File: config.mk
export PLATFORM = sky130hd
export DESIGN_NAME = wx_sync_framer
export DESIGN_NICKNAME = d
export VERILOG_FILES = /design/src/rtl/wx_pkg.sv /design/src/rtl/wx_bit_window.sv /design/src/rtl/wx_sync_fsm.sv /design/src/rtl/wx_host_regs.sv /design/src/rtl/wx_sync_framer.sv
export SDC_FILE = /design/constraint.sdc
export NUM_CORES = 1
export LEC_CHECK = 0
export BUFFER_PORTS_ARGS = -buffer_cell sky130_fd_sc_hd__buf_4
export CORE_ASPECT_RATIO = 0.9
export CORE_UTILIZATION = 57
export DETAILED_ROUTE_END_ITERATION = 7
export PLACE_DENSITY = 0.78
export SYNTH_ARGS = -nofsm -noshare
export SYNTH_HDL_FRONTEND = slang
export SYNTH_HIERARCHICAL = 1
export SYNTH_SLANG_ARGS = --single-unit
File: constraint.sdc
create_clock -name clk -period 2.8 [get_ports clk]
set_input_delay 0 -clock clk [delete_from_list [all_inputs] [get_ports clk]]
set_output_delay 0 -clock clk [all_outputs]
set_load 0.02 [all_outputs]
File: src/rtl/wx_pkg.sv
package wx_pkg;
  localparam int SYM_W = 8;

  typedef enum logic [1:0] {
    EV_NONE  = 2'd0,
    EV_START = 2'd1,
    EV_END   = 2'd2,
    EV_BYTE  = 2'd3
  } ev_t;

  typedef enum logic [1:0] {
    S_SRCH = 2'd0,
    S_HDR  = 2'd1,
    S_DATA = 2'd2
  } st_t;

  localparam logic [SYM_W-1:0] CH_Z = 8'h5A;
  localparam logic [SYM_W-1:0] CH_C = 8'h43;
  localparam logic [SYM_W-1:0] CH_N = 8'h4E;

  // start header alternates Z and C; end header repeats N
  function automatic logic [SYM_W-1:0] start_char(input int unsigned pos);
    return (pos % 2 == 0) ? CH_Z : CH_C;
  endfunction
endpackage

File: src/rtl/wx_bit_window.sv
module wx_bit_window #(
  parameter int W = 8
) (
  input  logic         clk,
  input  logic         rst,
  input  logic         en,
  input  logic         stb,
  input  logic         bit_in,
  output logic [W-1:0] win_nxt
);
  logic [W-1:0] win_q;

  // oldest bit drifts toward bit 0, so a byte sent LSB first lands in order
  assign win_nxt = {bit_in, win_q[W-1:1]};

  always_ff @(posedge clk) begin
    if (rst || !en) begin
      win_q <= '0;
    end else if (stb) begin
      win_q <= win_nxt;
    end
  end
endmodule

File: src/rtl/wx_sync_fsm.sv
module wx_sync_fsm
  import wx_pkg::*;
#(
  parameter int               PRE_MIN  = 8,
  parameter logic [SYM_W-1:0] PRE_BYTE = 8'hAB,
  parameter int               HDR_LEN  = 4
) (
  input  logic             clk,
  input  logic             rst,
  input  logic             en,
  input  logic             stb,
  input  logic [SYM_W-1:0] win_nxt,
  input  logic             host_set,
  input  logic             host_clr,
  output ev_t              ev,
  output logic             data_mode
);
  localparam int CNT_W = $clog2(SYM_W);
  localparam int RUN_W = $clog2(PRE_MIN + 1);
  localparam int IDX_W = (HDR_LEN > 1) ? $clog2(HDR_LEN) : 1;
  localparam logic [CNT_W-1:0] LAST_BIT = CNT_W'(SYM_W - 1);
  localparam logic [RUN_W-1:0] RUN_MIN  = RUN_W'(PRE_MIN);
  localparam logic [IDX_W-1:0] IDX_LAST = IDX_W'(HDR_LEN - 1);

  st_t             st_q, st_n;
  logic [CNT_W-1:0] bcnt_q, bcnt_n;
  logic [RUN_W-1:0] run_q, run_n;
  logic [IDX_W-1:0] idx_q, idx_n;
  logic             zok_q, zok_n, nok_q, nok_n;
  logic             z_hit, n_hit;

  assign z_hit = (win_nxt == start_char(int'(idx_q)));
  assign n_hit = (win_nxt == CH_N);

  always_comb begin
    st_n   = st_q;
    bcnt_n = bcnt_q;
    run_n  = run_q;
    idx_n  = idx_q;
    zok_n  = zok_q;
    nok_n  = nok_q;
    ev     = EV_NONE;
    if (host_clr) begin
      st_n   = S_SRCH;
      bcnt_n = '0;
      run_n  = '0;
    end else if (host_set) begin
      st_n   = S_DATA;
      bcnt_n = '0;
    end else if (stb) begin
      unique case (st_q)
        S_SRCH: begin
          if (win_nxt == PRE_BYTE) begin
            if (bcnt_q == LAST_BIT && run_q != '0)
              run_n = (run_q >= RUN_MIN) ? RUN_MIN : run_q + 1'b1;
            else
              run_n = RUN_W'(1);
            bcnt_n = '0;
          end else if (bcnt_q == LAST_BIT && run_q >= RUN_MIN) begin
            // first header byte sits right behind the preamble
            zok_n  = (win_nxt == start_char(0));
            nok_n  = n_hit;
            idx_n  = IDX_W'(1);
            bcnt_n = '0;
            run_n  = '0;
            st_n   = (zok_n || nok_n) ? S_HDR : S_SRCH;
          end else begin
            if (bcnt_q == LAST_BIT) run_n = '0;
            bcnt_n = bcnt_q + 1'b1;
          end
        end
        S_HDR: begin
          if (bcnt_q == LAST_BIT) begin
            zok_n  = zok_q && z_hit;
            nok_n  = nok_q && n_hit;
            bcnt_n = '0;
            if (!zok_n && !nok_n) begin
              st_n = S_SRCH;
            end else if (idx_q == IDX_LAST) begin
              if (zok_n) begin
                ev   = EV_START;
                st_n = S_DATA;
              end else begin
                ev   = EV_END;
                st_n = S_SRCH;
              end
            end else begin
              idx_n = idx_q + 1'b1;
            end
          end else begin
            bcnt_n = bcnt_q + 1'b1;
          end
        end
        S_DATA: begin
          if (bcnt_q == LAST_BIT) begin
            ev     = EV_BYTE;
            bcnt_n = '0;
          end else begin
            bcnt_n = bcnt_q + 1'b1;
          end
        end
        default: st_n = S_SRCH;
      endcase
    end
  end

  always_ff @(posedge clk) begin
    if (rst || !en) begin
      st_q   <= S_SRCH;
      bcnt_q <= '0;
      run_q  <= '0;
      idx_q  <= '0;
      zok_q  <= 1'b0;
      nok_q  <= 1'b0;
    end else begin
      st_q   <= st_n;
      bcnt_q <= bcnt_n;
      run_q  <= run_n;
      idx_q  <= idx_n;
      zok_q  <= zok_n;
      nok_q  <= nok_n;
    end
  end

  assign data_mode = (st_q == S_DATA);
endmodule

File: src/rtl/wx_host_regs.sv
module wx_host_regs
  import wx_pkg::*;
(
  input  logic             clk,
  input  logic             rst,
  input  logic             en,
  input  ev_t              ev,
  input  logic [SYM_W-1:0] ev_byte,
  input  logic             host_rd,
  output logic [SYM_W-1:0] rx_byte,
  output logic             flag_start,
  output logic             flag_end,
  output logic             flag_ovr,
  output logic             irq
);
  logic pend_unread;
  assign pend_unread = irq && !host_rd;

  always_ff @(posedge clk) begin
    if (rst || !en) begin
      rx_byte    <= '0;
      flag_start <= 1'b0;
      flag_end   <= 1'b0;
      flag_ovr   <= 1'b0;
      irq        <= 1'b0;
    end else begin
      if (host_rd) begin
        flag_start <= 1'b0;
        flag_end   <= 1'b0;
        flag_ovr   <= 1'b0;
        irq        <= 1'b0;
      end
      if (ev != EV_NONE) begin
        irq <= 1'b1;
        if (pend_unread) flag_ovr <= 1'b1;
        unique case (ev)
          EV_START: flag_start <= 1'b1;
          EV_END:   flag_end   <= 1'b1;
          EV_BYTE:  rx_byte    <= ev_byte;
          default:  ;
        endcase
      end
    end
  end
endmodule

File: src/rtl/wx_sync_framer.sv
module wx_sync_framer
  import wx_pkg::*;
#(
  parameter int               PRE_MIN  = 8,
  parameter logic [SYM_W-1:0] PRE_BYTE = 8'hAB,
  parameter int               HDR_LEN  = 4
) (
  input  logic       clk,
  input  logic       rst,
  input  logic       dec_en,
  input  logic       bit_stb,
  input  logic       bit_val,
  input  logic       oen_set,
  input  logic       oen_clr,
  input  logic       host_rd,
  output logic [7:0] rx_byte,
  output logic       flag_start,
  output logic       flag_end,
  output logic       flag_ovr,
  output logic       oen,
  output logic       irq
);
  logic             stb_eff;
  logic [SYM_W-1:0] win_nxt;
  ev_t              ev;

  // a host write pre-empts a strobe landing in the same cycle
  assign stb_eff = bit_stb && !oen_set && !oen_clr;

  wx_bit_window #(.W(SYM_W)) u_win (
    .clk     (clk),
    .rst     (rst),
    .en      (dec_en),
    .stb     (stb_eff),
    .bit_in  (bit_val),
    .win_nxt (win_nxt)
  );

  wx_sync_fsm #(
    .PRE_MIN  (PRE_MIN),
    .PRE_BYTE (PRE_BYTE),
    .HDR_LEN  (HDR_LEN)
  ) u_fsm (
    .clk       (clk),
    .rst       (rst),
    .en        (dec_en),
    .stb       (stb_eff),
    .win_nxt   (win_nxt),
    .host_set  (oen_set),
    .host_clr  (oen_clr),
    .ev        (ev),
    .data_mode (oen)
  );

  wx_host_regs u_regs (
    .clk        (clk),
    .rst        (rst),
    .en         (dec_en),
    .ev         (ev),
    .ev_byte    (win_nxt),
    .host_rd    (host_rd),
    .rx_byte    (rx_byte),
    .flag_start (flag_start),
    .flag_end   (flag_end),
    .flag_ovr   (flag_ovr),
    .irq        (irq)
  );
endmodule

### Word-level counts from Yosys, hierarchy flattened

Index checks and enable logic that the tools add are counted.
Widths: inputs -> output; s select.

* output and inout port bits: 13
* register bits: 33
* logic and storage cells: 131

* bitwise gates (word level): 3
* mux-type cells: 54
* order comparisons: 1
* add/subtract/negate cells: 3
* reduce and logical (&&, ||, !) cells: 35
* eq/ne operators: 22

Operators by type and width (count)
* $mux 2: 21
* $logic_not 32->1: 1
* $mux 4: 5
* $mux 1: 18
* $eq 8x7->1 const B: 2
* $reduce_and 6->1: 2
* $reduce_bool 2->1: 5
* $mux 3: 3
* $reduce_and 9->1: 1
* $eq 2x2->1 const B: 4
* $eq 8x8->1: 1
* $eq 8x8->1 const B: 1
* $logic_and 1x1->1: 8
* $ne 2x2->1 const B: 4
* $pmux 2 s2: 2
* $reduce_and 7->1: 1
* $logic_not 1->1: 6
* $ne 3x2->1 const B: 2
* $pmux 2 s3: 1
* $pmux 3 s2: 1
* $mux 5: 1
* $add 4x1->4 const B: 1
* $eq 2x1->1 const B: 2
* $ge 4x4->1 const B: 1
* 17 further kinds: 24

### Logic depth before layout (Yosys ltp)

Gate-level depths: netlist of the first run.

* word-level depth: 15
* depth in mapped cells: 8

### By module

Netlist of the first run, hierarchy kept.

By module, submodules not included
* wx_sync_fsm: times used 1, cells an instance 120, seq. area each 260.2 um^2, area an instance 982.2 um^2
* wx_host_regs: times used 1, cells an instance 54, seq. area each 240.2 um^2, area an instance 561.8 um^2
* wx_bit_window: times used 1, cells an instance 24, seq. area each 140.1 um^2, area an instance 261.5 um^2
* wx_sync_framer: times used 1, cells an instance 1, seq. area each 0.0 um^2, area an instance 12.5 um^2

### Worst setup path before layout of the first run

Ideal clock, no wire load.

* kind: reg2reg
* start point: reg u_fsm.st_q[1]
* end point: reg u_fsm.st_q[0]
* library setup time: 70 ps
* setup slack: 822 ps
* period minus slack after synthesis: 1978 ps
* data arrival time: 1908 ps
* data required time: 2730 ps
* cell stages (with the launch flop): 8
* cells stage by stage: dfxtp_1 inv_1 ha_1 nor2b_1 a2bb2oi_1 a2111o_1 or4_1 a21oi_1

* word-level cells in the longest chain between the ends: 3

RTL lines
* from (decl): RTL line wx_sync_fsm.sv:25 `st_t st_q, st_n;`
* from (signal assigned): RTL line wx_sync_fsm.sv:116 `st_q <= st_n;`
* $eq 2x1->1, or another cell as far along: RTL line wx_sync_fsm.sv:51 `unique case (st_q)`
* $ne 3x1->1 (no source line), or another cell as far along
* $reduce_and 6->1 (no source line)

Parallel ways exist; a longest one is shown, timed or not.
A chain may end at the register's enable or synchronous reset.

### Worst setup path after layout of the first run

* start point: reg u_fsm.bcnt_q[0]
* end point: reg u_regs.rx_byte[2]

* word-level cells in the longest chain between the ends: 8

RTL lines
* from (decl): RTL line wx_sync_fsm.sv:26 `logic [CNT_W-1:0] bcnt_q, bcnt_n;`
* from (signal assigned): RTL line wx_sync_fsm.sv:117 `bcnt_q <= bcnt_n;`
* $eq 3x3->1 *: RTL line wx_sync_fsm.sv:73, wx_sync_fsm.sv:95
* $mux 2, on equally long branches: RTL line wx_sync_fsm.sv:95, wx_sync_fsm.sv:73
* $pmux 2 s2 *: RTL line wx_sync_fsm.sv:51
* $mux 2 *: RTL line wx_sync_fsm.sv:50 `end else if (stb) begin`
* $mux 2 *: RTL line wx_sync_fsm.sv:47 `end else if (host_set) begin`
* $mux 2 *: RTL line wx_sync_fsm.sv:43 `if (host_clr) begin`
* named net ev[0]: RTL line wx_sync_framer.sv:25 `ev_t ev;`
* $eq 2x2->1 or $reduce_bool 2->1 (tied branches): RTL line wx_host_regs.sv:36, wx_host_regs.sv:33
* $reduce_and 2->1 (no source line) *
* to (signal assigned): RTL line wx_host_regs.sv:39 `EV_BYTE: rx_byte <= ev_byte;`
* to (decl): RTL line wx_host_regs.sv:10 `output logic [SYM_W-1:0] rx_byte,`

The timed path passes the listed nets; every way through them passes the cells marked *.

==> results by group, run 1 <==
Pwr
  – PwrDens: roughly 430 mW/mm^2
  – Net Sw Frac: 0.214
  – Sequential share of power: 0.503
  – Peak supply drop: 0.298 mV
  – P_leak: 0.786 nW
  – Psw: between 0.15 and 0.2 mW
  – Internal power: just over 0.7 mW
  – Comb power frac: 0.050
  – Power Total: 0.908 mW
  – Clock power share: 0.447

STA
  – Final Slew Violations: 0
  – Period utilization: 0.857
  – Fin crit period: ~2400 ps
  – Worst clock skew: 8.12 ps
  – RSZ-0062 raised after global routing: false
  – Final setup fails: 0
  – Final setup TNS: 0 ps
  – Final hold vios: 0
  – Slew at the pin closest to its max-slew limit: between 500 and 600 ps
  – Fmax: 417 MHz
  – Slew Limit Headroom: 0.635

Synth
  – Top post-synthesis cells by area: dfxtp_1 (35%), ha_1 (6.9%), mux2i_1 (5.0%)
  – Post-synthesis mux area share: 0.0557
  – Post-Synth Adder-Cell Area: 0.0688
  – Library cells used by synthesis: 51
  – Synth Area in XOR/XNOR: 0.00482
  – Largest area contributor in the netlist: dfxtp_1
  – Synth top area share: 0.352
  – Simple logic cell fraction of the synthesized area: 0.222
  – Post-synth EDFFs: 0
  – Synth Area in Compound Gates: 0.246
  – Async S/R FF share, synth: 0
  – Post-Syn Instances: 199
  – Post-Syn Nets: 217
  – Syn. warnings: 6
  – #FFs+latches synth: 32
  – Top FF cell, synth: dfxtp_1
  – Largest family of logic cells by synthesized area: compound AO/OA/AOI/OAI gates
  – Sequential share of the synthesized area: 0.352
  – Post-synth design cell area: 0.00182 sq mm
  – Syn Area/Cell: 9.14 sq um

Clocking
  – # clock sinks: 32
  – CTS tree: done
  – H-tree level count: 2
  – Deepest clock path buffer count: 2
  – CTS resizes: 0
  – Clock transition at path regs: 100 ps
  – Clk_lat worst skew: 350 ps
  – Clk root buf: clkbuf_4
  – CTS buffer count: 5

Route
  – Antenna Violating Nets Remaining: 0
  – DR iter-0 viols: 87
  – Vias: 1,581
  – Drt first pass iters: 4
  – Avg Vias per Cell: around 5.9
  – Wire per inst: 15.1 um
  – # DRC: 0
  – Routed Wire Length: 4060 um

Die
  – I/O pin count: 21
  – Row count: 19
  – Chip Height: 55.6 um
  – Die area: 0.00342 sq mm
  – Initial core utilization: 0.597
  – Total core area: 0.00304 sq mm
  – Die width: 61.5 um

Setup path
  – CP max stage cell: nor4b_1
  – Crit path arrival time: 2680 ps
  – Slowest cell delay on critical path: 450 ps
  – Top cell by count, worst path: ha_1
  – Crit Path Max Fanout: 14
  – CP top delay family: simple AND/OR/NAND/NOR gates
  – Crit Path Category: flip-flop to flip-flop
  – Worst setup EP type: flip-flop
  – Req. time, crit path: 3080 ps
  – Cells along the critical path: ha_1 > ha_1 > nor4b_1 > nand2_1 > nor2_1 > buf_4 > nand3_1 > a21oi_2
  – Worst Path Buf+Inv: 1
  – Worst Setup Start Kind: flip-flop

Place
  – Post-DP Area: 0.00198 sq mm
  – Hpwl dp: 2880 um
  – Routability Congestion: 0.901
  – # port buffers: 20

GRT
  – GRT overflow: 0
  – Pin count of the biggest net entering global routing: 21
  – First-pass GRT wire length: 7000 um
  – GRT Util Overall: 0.275
  – Initial antenna violation count: 0
  – Vias in the first global route: 1,632

Cells and area
  – Fin nets: approximately 240
  – N_diodes: 0
  – Area Growth Syn to Fin: 16.4%
  – Share of layout cells above drive strength 1: 0.203
  – Fin area: 0.00212 sq mm

Status
  – Status: completed

Min path
  – Hold/Removal Path Class: primary input to flip-flop

Flow run
  – Max cap viols: 0
[stage by stage]
step / util / worst slack [ps] / instances / hold slack (ps)
after CTS: 0.696 / 426 / 269 / 8.40
final: 0.696 / 401 / 269 / 15.0
after global placement: 0.651 / 550 / 257 / 175
after detailed placement: 0.651 / 463 / 257 / 179
after global routing: 0.696 / 161 / 269 / 20.3
after floorplan: - / 822 / 199 / 64.6
[sequential cells by signal, summed over array words and instances (netlist names), 2 cells and up]
name	cells
u_fsm/bcnt_q	3
u_fsm/idx_q	2
u_regs/rx_byte	8
u_win/win_q	7
u_fsm/run_q	4
u_fsm/st_q	2
[cell families after synthesis]
logic type,count (synthesis)
compound gates,60
xor+xnor,1
fa+ha+maj,10
buf+inv,15
flops,32
mux,10
simple gates,71
[cells in the final DEF (no fill, tap or decap), types with 2 or more instances in the layout]
master | netlist | routed
dfxtp_1 | 32 | 32
buf_4 | 3 | 23
nor2_1 | 21 | 21
a21oi_1 | 11 | 11
nand3_1 | 11 | 11
ha_1 | 10 | 10
mux2i_1 | 9 | 9
inv_1 | 8 | 8
nand2_1 | 8 | 8
a21bo_1 | 8 | 8
a21oi_2 | 8 | 8
nand2b_1 | 7 | 7
o21ai_0 | 6 | 6
clkbuf_4 | 0 | 5
dlygate4sd3_1 | 0 | 4
nor4bb_1 | 4 | 4
o21ai_1 | 4 | 4
a31oi_1 | 3 | 3
o2111ai_1 | 3 | 3
nor2b_1 | 3 | 3
nor3_1 | 3 | 3
clkbuf_8 | 0 | 2
a21boi_0 | 2 | 2
o211ai_1 | 2 | 2
nor3b_1 | 2 | 2
[metal layers]
layer  share of wire  wire, um  track usage
met1            0.43      1760        0.326
met2            0.49      1990        0.438
met3           0.052       211       0.0930
met4           0.025       103        0.124
met5               0         0            0
[area by class of cell]
class                   instances  area [sq um]
multi-input cells             152          1090
well taps                      42          52.6
flip-flops and latches         32           641
repair buffers                 27           213
clock buffers                   7          65.1
clock inverters                 1          30.0
fillers                       254           926
inverters                       8          30.0
[synth_stat cells, drive strengths merged, types with 2 or more instances]
master	number
a211oi	2
dfxtp	32
buf	7
a21boi	2
nor2b	3
nor2	21
mux2i	9
o2111ai	3
inv	8
a21oi	19
a21bo	8
nand2b	8
o21ai	11
nor3b	3
a31oi	3
nor4bb	4
and2	2
nor3	3
ha	10
nand2	8
nand3	11
o211ai	2
[power groups by stage]
stage / combinational (mW) / sequential [mW] / clock, mW
2_1_floorplan: 0.0255 / 0.467 / 0
3_3_place_gp: 0.0390 / 0.467 / 0
3_5_place_dp: 0.0401 / 0.467 / 0
4_1_cts: 0.0453 / 0.457 / 0.413
5_1_grt: 0.0491 / 0.457 / 0.434
6_report: 0.0456 / 0.457 / 0.406
[worst paths after layout]
| path | start | endpoint | slack (ps) | cells past startpoint |
|---|---|---|---|---|
| worst max-delay path | u_fsm/bcnt_q[0]$_SDFFE_PP0P_ | u_regs/rx_byte[2]$_SDFFE_PP0P_ | 400 | 8 |
| worst min-delay path | oen_set | u_fsm/st_q[1]$_SDFFE_PP0P_ | 20 | 4 |
| worst max register to register | u_fsm/bcnt_q[0]$_SDFFE_PP0P_ | u_regs/rx_byte[2]$_SDFFE_PP0P_ | 400 | 8 |
| worst min register to register | u_regs/flag_ovr$_SDFF_PP0_ | u_regs/flag_ovr$_SDFF_PP0_ | 470 | 2 |
[worst reg2reg max path: stages (launching register included)]
cell,delay [ps]
dfxtp_1,360
ha_1,180
ha_1,280
nor4b_1,450
nand2_1,160
nor2_1,380
buf_4,280
nand3_1,110
a21oi_2,140
[what timing repair did]
action,CTS,global route
endpoints found under the hold margin,8,0
buffers inserted,0,0
hold buffers,4,0
Power figures use the tool's default switching activity.
==> inputs of run 2 (changes only) <==
- SYNTH_HIERARCHICAL: 1 -> default
==> results by group, run 2 <==
Flow run
  – Max cap viols: 0 (unchanged)

Die
  – I/O pin count: 21 (unchanged)
  – Die area: 0.00341 sq mm (was 0.00342 sq mm)
  – Die width: 61.5 um (about the same)
  – Total core area: 0.00304 sq mm (unchanged)
  – Row count: 19 (unchanged)
  – Initial core utilization: 0.596 (was 0.597)
  – Chip Height: 55.5 um (was 55.6 um)

Clocking
  – CTS tree: done (unchanged)
  – H-tree level count: 2 (unchanged)
  – CTS buffer count: 5 (unchanged)
  – # clock sinks: 32 (unchanged)
  – Deepest clock path buffer count: 2 (unchanged)
  – Clk root buf: clkbuf_4 (unchanged)
  – Clk_lat worst skew: 350 ps (about the same)
  – Clock transition at path regs: 90 ps (was 100 ps)
  – Setup bufs post-CTS: 0 (unchanged)

Cells and area
  – Area Growth Syn to Fin: 13.5% (was 16.4%)
  – N_diodes: 0 (unchanged)
  – Number of flip-flops in the largest register: 8 (unchanged)
  – Most frequent cells in the layout: nand2_1 (36), dfxtp_1 (32), buf_4 (22) (was dfxtp_1 (32), buf_4 (23), nor2_1 (21))
  – Final core occ: 0.676 (was 0.696)
  – Fin nets: 249 (was 244)
  – Share of layout cells above drive strength 1: 0.198 (was 0.203)
  – Biggest regs: u_regs.rx_byte x8, u_win.win_q x7, u_fsm.run_q x4 (was u_regs/rx_byte x8, u_win/win_q x7, u_fsm/run_q x4)
  – Largest register by flop count: u_regs.rx_byte (was u_regs/rx_byte)
  – Commonest non-fill, non-tap cell in the layout: nand2_1 (was dfxtp_1)

STA
  – Slew Limit Headroom: 0.548 (was 0.635)
  – Final hold vios: 0 (unchanged)
  – Final setup TNS: 0 ps (unchanged)
  – Final setup fails: 0 (unchanged)
  – Worst clock skew: 3.27 ps (was 8.12 ps)
  – Fin crit period: 2090 ps (was 2400 ps)
  – Final Slew Violations: 0 (unchanged)
  – RSZ-0062 raised after global routing: false (unchanged)
  – Slew at the pin closest to its max-slew limit: 660 ps (was 540 ps)
  – Period utilization: 0.746 (was 0.857)
  – Fmax: 479 MHz (was 417 MHz)

Min path
  – Hold/Removal Path Class: primary input to flip-flop (unchanged)
  – Hold path cells: 3 (was 4)

Synth
  – Synth top area share: 0.353 (was 0.352)
  – Count leader, synth: nand2_1 (was dfxtp_1)
  – Synth cell count leaders: nand2_1 (36), dfxtp_1 (32), a21oi_1 (20), nand3_1 (11), ha_1 (9) (was dfxtp_1 (32), nor2_1 (21), a21oi_1 (11), nand3_1 (11), ha_1 (10))
  – #FFs+latches synth: 32 (unchanged)
  – Library cells used by synthesis: 47 (was 51)
  – Syn. warnings: 0 (was 6)
  – Post-Syn Instances: 209 (was 199)
  – Top post-synthesis cells by area: dfxtp_1 (35%), nand2_1 (7.5%), ha_1 (6.2%) (was dfxtp_1 (35%), ha_1 (6.9%), mux2i_1 (5.0%))
  – Async S/R FF share, synth: 0 (unchanged)
  – Largest area contributor in the netlist: dfxtp_1 (unchanged)
  – Top FF cell, synth: dfxtp_1 (unchanged)
  – Post-Syn Nets: 226 (was 217)
  – Post-synth design cell area: 0.00181 sq mm (was 0.00182 sq mm)
  – Post-synth EDFFs: 0 (unchanged)
  – Sequential share of the synthesized area: 0.353 (was 0.352)
  – Syn Area/Cell: 8.67 sq um (was 9.14 sq um)

Route
  – Routed Wire Length: 4050 um (was 4060 um)
  – Avg Vias per Cell: 5.92 (was 5.88)
  – DR iter-0 viols: 67 (was 87)
  – Antenna Violating Nets Remaining: 0 (unchanged)
  – Vias: 1,621 (was 1,581)
  – Wire per inst: 14.8 um (was 15.1 um)
  – # DRC: 0 (unchanged)
  – Drt first pass iters: 4 (unchanged)

Setup path
  – Reg2Reg Depth: 7 (was 8)
  – Worst setup EP type: flip-flop (unchanged)
  – Crit path arrival time: 2320 ps (was 2680 ps)
  – Crit Path Max Fanout: 16 (was 14)
  – Slowest cell delay on critical path: 460 ps (was 450 ps)
  – Crit Path Category: flip-flop to flip-flop (unchanged)
  – Worst Setup Start Kind: flip-flop (unchanged)
  – Req. time, crit path: 3030 ps (was 3080 ps)
  – Cells along the critical path: inv_1 > ha_1 > nand4b_1 > a211oi_2 > o211ai_4 > nand3_1 > o21ai_2 (was ha_1 > ha_1 > nor4b_1 > nand2_1 > nor2_1 > buf_4 > nand3_1 > a21oi_2)
  – CP max stage cell: a211oi_2 (was nor4b_1)

Pwr
  – P_leak: 0.755 nW (was 0.786 nW)
  – Peak supply drop: 0.295 mV (was 0.298 mV)
  – Power Total: 0.749 mW (was 0.908 mW)
  – PwrDens: 364 mW/mm^2 (was 429 mW/mm^2)

Place
  – # port buffers: 20 (unchanged)
  – Routability Congestion: 0.878 (was 0.901)
  – Hpwl dp: 2980 um (was 2880 um)

GRT
  – First-pass GRT wire length: 6690 um (was 7000 um)
  – GRT overflow: 0 (unchanged)
  – Vias in the first global route: 1,535 (was 1,632)
  – Pin count of the biggest net entering global routing: 21 (unchanged)
  – Initial antenna violation count: 0 (unchanged)
  – GRT Util Overall: 0.266 (was 0.275)

Status
  – Status: completed (unchanged)
[run 2: layout make-up]
cell class / count / area, sq um
Fill cell: 278 / 986
Clock buffer: 6 / 41.3
Clock inverter: 1 / 5.00
Multi-Input combinational cell: 160 / 1090
Sequential cell: 32 / 641
Tap cell: 42 / 52.6
Inverter: 8 / 30.0
Timing Repair Buffer: 25 / 195
[run 2: repair_timing]
item	4_1_cts	5_1_grt
gates resized for setup	0	0
hold endpoints to repair	7	0
hold buffers	3	0
[run 2: metal layers]
metal  vias to the layer above  part of all wire  GRT usage  wire [um]
met2                        61              0.49      0.436       1970
met1                       750              0.43      0.315       1760
met3                         8             0.060     0.0703        244
met4                         0             0.018      0.127         73
li1                        802                 -          -          -
met5                         -                 0          0          0
[run 2: critical path, delay by kind of cell (launching register included)]
kind	cells	cell delay [ps]
AOI/OAI and AO/OA	3	810
and+or+nand+nor	2	370
DFF	1	360
adders and majority gates	1	320
buffers and inverters	1	90
[run 2: cell families after synthesis]
group | count (synthesis) | share of synthesized area
and+or+nand+nor | 93 | 0.313
AOI/OAI and AO/OA | 56 | 0.217
DFF | 32 | 0.353
buffers and inverters | 17 | 0.0442
adders and majority gates | 9 | 0.0621
xor gates and xnor gates | 1 | 0.00483
muxes | 1 | 0.00552
[run 2: final timing paths]
| check | startpoint | to | slack, ps |
|---|---|---|---|
| max | u_fsm.st_q[1]$_SDFFE_PP0P_ | u_regs.rx_byte[5]$_SDFFE_PP0P_ | 710 |
| min | oen_clr | u_fsm.bcnt_q[2]$_SDFFE_PP0P_ | 40 |
| max reg2reg | u_fsm.st_q[1]$_SDFFE_PP0P_ | u_regs.rx_byte[5]$_SDFFE_PP0P_ | 710 |
| min reg2reg | u_regs.rx_byte[6]$_SDFFE_PP0P_ | u_regs.rx_byte[6]$_SDFFE_PP0P_ | 470 |
[run 2: through the flow]
stage | cell area (sq um) | setup WS [ps] | hold slack, ps | std cells
floorplan | 1810 | 1050 | 136 | 209
global placement | 1980 | 865 | 285 | 264
global route | 2060 | 504 | 35.9 | 274
CTS | 2060 | 721 | 28.5 | 274
finish | 2060 | 712 | 37.0 | 274
detailed placement | 1980 | 759 | 297 | 264
[run 2: report_power, final]
group | internal, mW | switching [mW]
logic | 0.0180 | 0.0264
clock network | 0.0922 | 0.156
registers | 0.455 | 0.000942
